===== src/rtl/fcmp_flags.sv =====
module fcmp_flags #(
  parameter int EXP_W   = 8,
  parameter int MAN_W   = 23,
  parameter bit REG_OUT = 1'b1
) (
  input  logic                   clk,
  input  logic                   rst_n,
  input  logic [EXP_W+MAN_W:0]   a_op,
  input  logic [EXP_W+MAN_W:0]   b_op,
  input  logic                   sig_quiet,
  input  logic                   cmp_zero,
  output logic [3:0]             nzcv,
  output logic                   inv
);
  localparam int MSB = EXP_W + MAN_W;

  logic [MSB:0] m_op;
  logic         nan_a, nan_m, unord, inv_c;
  logic         same, lt;
  logic [3:0]   flags_c;

  assign m_op  = cmp_zero ? '0 : b_op;
  assign nan_a = (&a_op[MSB-1:MAN_W]) && (|a_op[MAN_W-1:0]);
  assign nan_m = (&m_op[MSB-1:MAN_W]) && (|m_op[MAN_W-1:0]);
  assign unord = nan_a || nan_m;
  assign inv_c = (nan_a && (!a_op[MAN_W-1] || sig_quiet)) ||
                 (nan_m && (!m_op[MAN_W-1] || sig_quiet));

  assign same = (a_op == m_op) || ~|(a_op[MSB-1:0] | m_op[MSB-1:0]);
  assign lt   = (a_op[MSB] ^ m_op[MSB]) ? a_op[MSB] :
                a_op[MSB] ? (a_op[MSB-1:0] > m_op[MSB-1:0]) :
                            (a_op[MSB-1:0] < m_op[MSB-1:0]);

  always_comb begin
    if (unord)     flags_c = 4'b0011;
    else if (same) flags_c = 4'b0110;
    else if (lt)   flags_c = 4'b1000;
    else           flags_c = 4'b0010;
  end

  generate
    if (REG_OUT) begin : g_reg
      always_ff @(posedge clk or negedge rst_n) begin
        if (!rst_n) begin
          nzcv <= 4'b0000;
          inv  <= 1'b0;
        end else begin
          nzcv <= flags_c;
          inv  <= inv_c;
        end
      end
    end else begin : g_comb
      assign nzcv = flags_c;
      assign inv  = inv_c;
    end
  endgenerate
endmodule


===== config.mk =====
export PLATFORM = sky130hd
export DESIGN_NAME = fcmp_flags
export DESIGN_NICKNAME = d
export VERILOG_FILES = /design/src/rtl/fcmp_flags.sv
export SDC_FILE = /design/constraint.sdc
export NUM_CORES = 1
export LEC_CHECK = 0
export ABC_AREA = 1
export BUFFER_PORTS_ARGS = -buffer_cell sky130_fd_sc_hd__buf_2
export CORE_ASPECT_RATIO = 2
export CORE_MARGIN = 1.5
export CORE_UTILIZATION = 55
export CTS_CLUSTER_DIAMETER = 50
export DETAILED_ROUTE_END_ITERATION = 7
export GPL_ROUTABILITY_DRIVEN = 0
export PLACE_DENSITY_LB_ADDON = 0.2
export SETUP_SLACK_MARGIN = 0.3
export SLEW_MARGIN = 25
export SYNTH_ARGS = -nofsm -noshare
export SYNTH_HDL_FRONTEND = slang
export SYNTH_SLANG_ARGS = --single-unit

===== constraint.sdc =====
create_clock -name clk -period 0.8 [get_ports clk]
set_clock_uncertainty 0.05 [all_clocks]
set_input_delay 0.12 -clock clk [delete_from_list [all_inputs] [get_ports clk]]
set_output_delay 0.12 -clock clk [all_outputs]
set_load 0.02 [all_outputs]

==> results of run 1 <==
-- synth_stat cells, drive strengths merged --
master  number
a21oi       12
and2         2
and3         1
buf          3
dfrtp        5
ha          62
inv         69
nand2       86
nand3       16
nand3b       1
nand4       15
nor2        32
nor3         6
o21ai        1
o21bai       3
o22ai        1
xor2         1
-- stage by stage --
stage,setup WS (ns),std cells
2_1_floorplan,-0.699,316
3_3_place_gp,-1.16,519
3_5_place_dp,-1.35,519
-- kinds of logic after synthesis --
| family | Yosys count | share of synthesized area (%) |
|---|---|---|
| DFF | 5 | 6.29 |
| and+or+nand+nor | 159 | 34.8 |
| adders and majority gates | 62 | 39.0 |
| buffers and inverters | 72 | 14.7 |
| xor gates and xnor gates | 1 | 0.440 |
| AOI/OAI and AO/OA | 17 | 4.72 |
==> impl_metrics.ini, run 1 <==
[synth]
syn_inst = 316
synth_top_area_share_pct = 39.0
syn_area_per_cell_um2 = 6.30
syn_area_mm2 = 0.00199
synth_seq_cells = 5
synthTopCellsByArea = ha_1 (39%), nand2_1 (16%), inv_1 (9.2%)
synth.largest_area_cell = ha_1
ys_types = 21
yosysWarningCount = 0
ys_seq_area_share_pct = 6.29
synth_nets = 446

[clock_network]
cts.sinks = 5
cts-htree-levels = 1
cts_resized = 74
numCtsBuffers = 3
root_buffer = clkbuf_8
clock_path_buffers = 2
post-cts-setup-buffers = 6
cts_hold_buf = 1

[floorplanning]
die_w_um = 45.5
die-height_um = 88.1
num_io_pins = 73
row_count = 30
start_util_pct = 58.2

[run_status]
status = aborted with a tool error
stop_stage = 4_1_cts
stop_error = [ERROR DPL-0038] Utilization greater than 100%, impossible to legalize

[placed_design]
portBuffers = 72
post-dp-hpwl_um = 8330
placed_area_mm2 = 0.00331
==> inputs of run 2 (changes only) <==
--- a/config.mk
+++ b/config.mk
@@ -7,14 +7,11 @@
 export LEC_CHECK = 0
 export ABC_AREA = 1
 export BUFFER_PORTS_ARGS = -buffer_cell sky130_fd_sc_hd__buf_2
-export CORE_ASPECT_RATIO = 2
 export CORE_MARGIN = 1.5
-export CORE_UTILIZATION = 55
-export CTS_CLUSTER_DIAMETER = 50
+export CORE_UTILIZATION = 40
 export DETAILED_ROUTE_END_ITERATION = 7
 export GPL_ROUTABILITY_DRIVEN = 0
-export PLACE_DENSITY_LB_ADDON = 0.2
-export SETUP_SLACK_MARGIN = 0.3
+export PLACE_DENSITY_LB_ADDON = 0.15
 export SLEW_MARGIN = 25
 export SYNTH_ARGS = -nofsm -noshare
 export SYNTH_HDL_FRONTEND = slang
==> impl_metrics.ini, run 2 <==
[run_status]
status = finished, violations left
failed_checks = setup timing

[clock_network]
cts.sinks = 5
numCtsBuffers = 3
clock_path_buffers = 2
clk_pin_slew_ns = 0.03
root_buffer = clkbuf_8
cts-htree-levels = 1
cts_tree = done

[floorplanning]
core_area_mm2 = 0.00475
num_io_pins = 73
die-height_um = 73.5
row_count = 25
die_w_um = 73.5
die-area_mm2 = 0.00541
start_util_pct = 41.8

[layout]
nFillCells = 355
antennaDiodeCount = 0
multi_input_area_mm2 = 0.00212
drive_gt1_share_pct = 55.4
largest_reg_flops = 4
seq_area_um2 = 125
reg.largest.list = nzcv (4), inv (1)
final_cell_mix = buf_4 (71), buf_2 (66), nand2_1 (59), inv_1 (45), ha_1 (36)
layout.nets = 602
final_common_cell = buf_4
syn_to_final_growth_pct = 88.1
regMostFlops = nzcv
final_util_pct = 78.7

[timing]
final.min_clock_period_ns = 1.58
tightest_slew_ns = 0.227
setup_viol = 10
worst_slack_ns = -0.776
fin_crit_sh_pct = 197
slew_violations = 0
rsz0062_at_grt = yes
maxSlewHeadroom_pct = 84.8
hold_violations = 0
fmax_mhz = 635

[synth]
synth.largest_area_cell = ha_1
synth_nets = 446
synth_edf_count = 0
ys_types = 21
syn_area_per_cell_um2 = 6.30
async_flop_share_pct = 100
synthTopCellsByArea = ha_1 (39%), nand2_1 (16%), inv_1 (9.2%)
syn_area_mm2 = 0.00199
synth_commonest_cells = nand2_1 (83), ha_1 (62), inv_1 (49)
synth-main-ff-cell = dfrtp_1
ys_seq_area_share_pct = 6.29
yosysWarningCount = 0
synth_top_area_share_pct = 39.0
synth_seq_cells = 5
syn_inst = 316
synth_most_common_cell = nand2_1

[grt]
grt_pass1_wl_um = 10300
grt.total_usage_pct = 24.3
grt_pass1_vias = 2329
antenna_found_initial = 0
grt_max_degree = 15
overflow = 0

[setup_path]
startpoint = cmp_zero
worstSetupPathType = input port to flip-flop
cpPeakStageDelay_ns = 0.17
worstSetupStartpointType = input port
cpMaxStageDelayCell = a21oi_1
crit_fanout = 4
path_common_cell = a21oi_2
crit_chain = buf_16 -> buf_8 -> nor2_4 -> inv_2 -> buf_6 -> ha_4 -> o21bai_1 -> a21oi_1 -> nand2_1 -> a21oi_2 -> nand2_2 -> a21oi_2 -> nor2_1
path_buf_inv = 4
cp-end-kind = flip-flop
worstPathRequired_ns = 0.86
cp_top_family = compound AO/OA/AOI/OAI gates
arrival_ns = 1.63

[route]
first_iter_violations = 71
dr.pass1.iters = 4
drt-met1-wl_um = 2900
drcViolationCount = 0
met3_length_um = 322
via_per_inst = 4.60
top_layer = met4
drt_wl_total_um = 6780
wl_met2_um = 3510
ant_nets = 0
dr_total_vias = 2477
wl_per_cell_um = 12.6

[placed_design]
portBuffers = 72
post-dp-hpwl_um = 5310

[job]
max-cap-violations = 0

[power_and_ir_drop]
total_power_mw = 2.51
p_leak_nw = 2.00
powerDensity_mw_per_mm2 = 670
vdd_drop_max_mv = 0.680

[worst_hold_path]
min_path_type = input port to flip-flop
min_from = sig_quiet
[run 2: cell counts after synthesis]
No cell type changed its count.
[run 2: cell type report]
class	instances	area share (%)
clock buffers	4	1.20
inverters	69	7.26
multi-input cells	239	56.6
flip-flops and latches	5	3.34
well taps	67	2.24
repair buffers	152	28.3
repair inverters	2	1.04
[run 2: final timing paths]
kind                       slack, ns  depth (start not counted)  endpoint
worst max-delay path           -0.78                         13   nzcv[3]
worst min-delay path            0.13                          3       inv
max in group asynchronous       0.37                          2   nzcv[1]
min in group asynchronous       0.20                          2   nzcv[2]
[run 2: power breakdown]
part / switching [mW] / internal [mW] / total (mW)
clock: 0.117 / 0.341 / 0.458
combinational: 0.881 / 0.894 / 1.78
sequential: 0.00573 / 0.268 / 0.274
total: 1.00 / 1.50 / 2.51
[run 2: metrics by stage]
stage,worst slack (ns),hold WS (ns),cells,instance area (um2),setup TNS (ns)
after floorplan,-0.699,-0.226,316,2280,-2.32
after global placement,-1.14,-0.116,527,3250,-4.66
after detailed placement,-1.17,-0.116,527,3250,-4.77
after CTS,-0.714,0.140,536,3540,-3.27
after global routing,-0.854,0.161,538,3740,-4.00
final,-0.776,0.131,538,3740,-3.50
[run 2: cells by family after synthesis]
logic type      after synthesis  share of synthesized area, %
flops                         5                          6.29
compound gates               17                          4.72
xor+xnor                      1                         0.440
simple gates                159                          34.8
buf+inv                      72                          14.7
fa+ha+maj                    62                          39.0
[run 2: per-layer routing]
layer	track usage (%)	vias to the layer above
li1	-	1298
met1	31.1	1100
met2	45.7	73
met3	2.06	6
met4	1.44	0
met5	0	-
[run 2: repair_timing]
| action | in CTS | in global routing |
|---|---|---|
| hold endpoints to repair | 5 | 0 |
| setup buffers | 2 | 3 |
| setup endpoints to repair | 10 | 10 |
| gates cloned | 2 | 0 |
| pin swaps | 16 | 18 |
| hold buffers | 1 | 0 |
| gates resized for setup | 50 | 36 |
No activity file was read; power rests on OpenSTA's default activity.
==> inputs of run 3 (changes only) <==
--- a/config.mk
+++ b/config.mk
@@ -9,9 +9,10 @@
 export BUFFER_PORTS_ARGS = -buffer_cell sky130_fd_sc_hd__buf_2
 export CORE_MARGIN = 1.5
 export CORE_UTILIZATION = 40
+export CTS_CLUSTER_SIZE = 30
 export DETAILED_ROUTE_END_ITERATION = 7
 export GPL_ROUTABILITY_DRIVEN = 0
-export PLACE_DENSITY_LB_ADDON = 0.15
+export PLACE_DENSITY = 0.74
 export SLEW_MARGIN = 25
 export SYNTH_ARGS = -nofsm -noshare
 export SYNTH_HDL_FRONTEND = slang
==> impl_metrics.ini, run 3 (same netlist as run 2, synthesis figures left out) <==
[run_status]
status = finished, violations left
failed_checks = setup timing

[layout]
regMostFlops = nzcv
antennaDiodeCount = 0
layout.nets = 602
syn_to_final_growth_pct = 86.9
largest_reg_flops = 4
seq_area_um2 = 125
multi_input_area_mm2 = 0.00213
final_cell_mix = buf_4 (73), buf_2 (66), nand2_1 (57), inv_1 (46), ha_1 (41)
drive_gt1_share_pct = 55.8
nFillCells = 294
final_common_cell = buf_4
reg.largest.list = nzcv (4), inv (1)
final_util_pct = 78.2

[floorplanning]
die-area_mm2 = 0.00541
die-height_um = 73.5
core_area_mm2 = 0.00475
row_count = 25
num_io_pins = 73
start_util_pct = 41.8
die_w_um = 73.5

[route]
top_layer = met4
dr.pass1.iters = 4
drt_wl_total_um = 7230
drcViolationCount = 0
met3_length_um = 292
dr_total_vias = 2612
via_per_inst = 4.86
wl_per_cell_um = 13.4
drt-met1-wl_um = 2900
first_iter_violations = 128
ant_nets = 0
wl_met2_um = 3800

[timing]
slew_violations = 0
final.min_clock_period_ns = 1.63
fin_crit_sh_pct = 204
tightest_slew_ns = 0.259
rsz0062_at_grt = yes
setup_viol = 10
fmax_mhz = 614
maxSlewHeadroom_pct = 82.6
hold_ws_ns = 0.187
hold_violations = 0
worst_slack_ns = -0.829

[setup_path]
worstPathRequired_ns = 0.90
cpMaxStageDelayCell = ha_4
cp_top_family = simple AND/OR/NAND/NOR gates
arrival_ns = 1.73
path_buf_inv = 4
crit_chain = buf_12 -> inv_12 -> buf_12 -> nand2_4 -> ha_4 -> inv_1 -> nand2_1 -> nand2_1 -> a21oi_1 -> nand2_1 -> a21oi_2 -> nand2_4 -> nand2_2 -> nand2_1 -> nor2_2
crit_fanout = 6
cp-end-kind = flip-flop
cpPeakStageDelay_ns = 0.27
path_common_cell = nand2_1
worstSetupStartpointType = input port
worstSetupPathType = input port to flip-flop

[power_and_ir_drop]
p_int_mw = 1.49
swShare_pct = 40.9
power_switching_mw = 1.03
powerDensity_mw_per_mm2 = 680
p_leak_nw = 1.99
pwr-share-clk_pct = 18.1
vdd_drop_max_mv = 0.637
combPwrFrac_pct = 71.0
pwr-share-seq_pct = 10.9
total_power_mw = 2.53

[grt]
overflow = 0
antenna_found_initial = 0
grt.total_usage_pct = 26.0
grt_pass1_vias = 2641
grt_pass1_wl_um = 11100
grt_max_degree = 11

[worst_hold_path]
min_path_type = input port to flip-flop

[clock_network]
numCtsBuffers = 3
cts.sinks = 5
clk_pin_slew_ns = 0.03
clock_path_buffers = 2
cts-htree-levels = 1
cts_tree = done
root_buffer = clkbuf_8

[job]
max-cap-violations = 0

[placed_design]
portBuffers = 72
post-dp-hpwl_um = 5460
run 3: changes by cell type in the layout (fill, tap and decap cells not counted), sizes merged:
cell    change
inv         +1
clkinv      -1
run 3: power by group through the flow:
| stage | combinational, mW | clock (mW) | sequential (mW) |
|---|---|---|---|
| floorplan | 0.732 | 0 | 0.292 |
| global placement | 1.42 | 0 | 0.274 |
| detailed placement | 1.46 | 0 | 0.273 |
| CTS | 1.64 | 0.468 | 0.273 |
| global route | 1.97 | 0.477 | 0.275 |
| finish | 1.80 | 0.459 | 0.275 |
run 3: what timing repair did:
item	4_1_cts	5_1_grt
pin swaps	15	22
endpoints found under the setup margin	10	10
gates cloned	2	0
resized for setup	53	31
hold buffers	1	0
buffers inserted	0	2
hold endpoints to repair	5	0
run 3: metal layers:
layer | track usage [%] | vias to the layer above
met5 | 0 | -
met3 | 1.51 | 26
met1 | 29.8 | 1201
li1 | - | 1303
met2 | 50.4 | 82
met4 | 8.44 | 0
run 3: path summary, 6_finish.rpt:
check	slack, ns	cells past startpoint	start	endpoint
worst max-delay path	-0.83	15	cmp_zero	nzcv[3]
min in group asynchronous	0.20	2	rst_n	nzcv[0]
worst min-delay path	0.19	3	sig_quiet	inv
max in group asynchronous	0.38	2	rst_n	nzcv[3]
run 3: cell type report:
cell class / count / area share, %
Tap cell: 67 / 2.25
Multi-Input combinational cell: 239 / 57.2
Inverter: 69 / 7.30
Timing Repair Buffer: 152 / 28.2
Sequential cell: 5 / 3.36
Clock buffer: 4 / 1.21
Timing Repair inverter: 2 / 0.404
run 3: through the flow:
stage / instances / setup TNS [ns] / cell area, um2 / setup slack (ns)
3_5_place_dp: 529 / -4.58 / 3280 / -1.12
3_3_place_gp: 529 / -4.56 / 3280 / -1.11
4_1_cts: 536 / -3.19 / 3570 / -0.720
2_1_floorplan: 316 / -2.32 / 2280 / -0.699
5_1_grt: 538 / -4.05 / 3720 / -0.907
6_report: 538 / -3.69 / 3720 / -0.829
==> inputs of run 4 (changes only) <==
--- a/config.mk
+++ b/config.mk
@@ -5,14 +5,13 @@
 export SDC_FILE = /design/constraint.sdc
 export NUM_CORES = 1
 export LEC_CHECK = 0
-export ABC_AREA = 1
 export BUFFER_PORTS_ARGS = -buffer_cell sky130_fd_sc_hd__buf_2
 export CORE_MARGIN = 1.5
 export CORE_UTILIZATION = 40
 export CTS_CLUSTER_SIZE = 30
 export DETAILED_ROUTE_END_ITERATION = 7
 export GPL_ROUTABILITY_DRIVEN = 0
-export PLACE_DENSITY = 0.74
+export PLACE_DENSITY = 0.75
 export SLEW_MARGIN = 25
 export SYNTH_ARGS = -nofsm -noshare
 export SYNTH_HDL_FRONTEND = slang
==> impl_metrics.ini, run 4 <==
[run_status]
status = finished, violations left
failed_checks = setup timing

[timing]
fmax_mhz = 441
fin_crit_sh_pct = 283
rsz0062_at_grt = yes
hold_violations = 0
maxSlewHeadroom_pct = 57.9
worst_slack_ns = -1.47
final.min_clock_period_ns = 2.27
hold_ws_ns = 0.198
setup_viol = 10
tightest_slew_ns = 0.625
slew_violations = 0

[power_and_ir_drop]
powerDensity_mw_per_mm2 = 704
vdd_drop_max_mv = 0.732
p_leak_nw = 1.81
total_power_mw = 2.58

[worst_hold_path]
min_path_type = input port to async pin

[layout]
reg.largest.list = nzcv (4), inv (1)
final_cell_mix = buf_4 (79), buf_2 (62), ha_1 (42), inv_1 (39)
final_util_pct = 83.1
syn_to_final_growth_pct = 97.9
final_common_cell = buf_4
instances_no_fill = 449
nFillCells = 231
regMostFlops = nzcv
drive_gt1_share_pct = 56.2
layout.nets = 528
largest_reg_flops = 4
antennaDiodeCount = 0

[synth]
synth_commonest_cells = ha_1 (62), inv_1 (39), nand2b_1 (30)
ys_seq_area_share_pct = 6.75
synth_nets = 364
synth_top_area_share_pct = 41.8
synth_edf_count = 0
syn_area_mm2 = 0.00185
synthTopCellsByArea = ha_1 (42%), nand2b_1 (10%), inv_1 (7.9%)
synth_seq_cells = 5
syn_area_per_cell_um2 = 7.92
ys_types = 33
synth-main-ff-cell = dfrtp_1
async_flop_share_pct = 100
syn_inst = 234
yosysWarningCount = 0
synth.largest_area_cell = ha_1
synth_most_common_cell = ha_1

[grt]
grt_pass1_wl_um = 13400
grt.total_usage_pct = 33.9
grt_max_degree = 12
antenna_found_initial = 0
grt_pass1_vias = 2744
overflow = 0

[floorplanning]
die_w_um = 71.1
die-height_um = 71.1
row_count = 24
num_io_pins = 73
start_util_pct = 42.0
core_area_mm2 = 0.00441
die-area_mm2 = 0.00505

[route]
wl_per_cell_um = 21.4
dr.pass1.iters = 4
via_per_inst = 5.83
first_iter_violations = 141
dr_total_vias = 2618
ant_nets = 0
drt_wl_total_um = 9600
drcViolationCount = 0

[clock_network]
cts.sinks = 5
cts-htree-levels = 1
numCtsBuffers = 3
clk_pin_slew_ns = 0.04
cts_tree = done
root_buffer = clkbuf_8
clock_path_buffers = 2

[setup_path]
worstSetupStartpointType = input port
cpMaxStageDelayCell = nor4b_4
crit_chain = buf_12 -> nand2b_1 -> ha_4 -> nor4_4 -> nand4b_1 -> nor4b_4 -> o41ai_4 -> o221ai_2 -> o2111ai_2
worstSetupPathType = input port to flip-flop
worstPathRequired_ns = 0.81
cpPeakStageDelay_ns = 0.42
cp-end-kind = flip-flop
crit_fanout = 6
arrival_ns = 2.28
startpoint = cmp_zero

[placed_design]
post-dp-hpwl_um = 5240
dp_cells = 432
portBuffers = 72

[job]
max-cap-violations = 0
-- run 4: logic make-up (layout without fill, tap and decap cells) --
kind of cell	Yosys count	in the layout	share of synthesized area, %
and+or+nand+nor	96	96	30.7
adders and majority gates	62	62	41.8
buffers and inverters	42	205	8.50
AOI/OAI and AO/OA	28	28	11.7
DFF	5	5	6.75
xor gates and xnor gates	1	1	0.472
-- run 4: layer usage --
metal | track usage (%) | routed length, um
met1 | 35.7 | 3510
met2 | 62.3 | 4810
met3 | 6.84 | 607
met4 | 18.7 | 672
met5 | 0 | 0
-- run 4: layout make-up --
class / instances / area (um2) / share of cell area [%]
clock buffer: 4 / 45.0 / 1.23
inverter: 39 / 146 / 3.99
multi-input combinational: 187 / 2100 / 57.3
sequential: 5 / 125 / 3.41
tap: 52 / 65.1 / 1.77
timing repair buffer: 162 / 1180 / 32.3
-- run 4: power breakdown --
group,internal (mW),leakage (nW),switching [mW]
registers,0.268,0.0652,0.00973
clock network,0.343,0.0228,0.129
logic,0.959,1.73,0.876
-- run 4: metrics by stage --
stage | instance area (um2) | setup TNS (ns) | worst slack (ns)
floorplan | 2030 | -4.21 | -1.39
global placement | 3000 | -5.96 | -1.61
detailed placement | 3000 | -6.21 | -1.70
CTS | 3510 | -4.83 | -1.26
global route | 3670 | -6.16 | -1.59
finish | 3670 | -5.60 | -1.47
-- run 4: worst max-delay path, delay by kind of cell --
kind            cells  cell delay (ns)
compound gates      3             0.59
fa+ha+maj           1             0.26
buf+inv             1             0.11
simple gates        4             1.19
-- run 4: worst paths after layout --
kind                           end  cells after the start
hold / removal             nzcv[2]                      2
max in group asynchronous  nzcv[0]                      2
setup / recovery           nzcv[1]                      9
min in group clk           nzcv[1]                      2
-- run 4: timing repair --
| action | 4_1_cts | 5_1_grt |
|---|---|---|
| gates resized for setup | 59 | 20 |
| endpoints found under the setup margin | 10 | 10 |
| hold endpoints to repair | 5 | 0 |
| gates cloned | 2 | 0 |
| pin swaps | 32 | 18 |
| setup buffers | 11 | 7 |
| hold buffers | 1 | 0 |
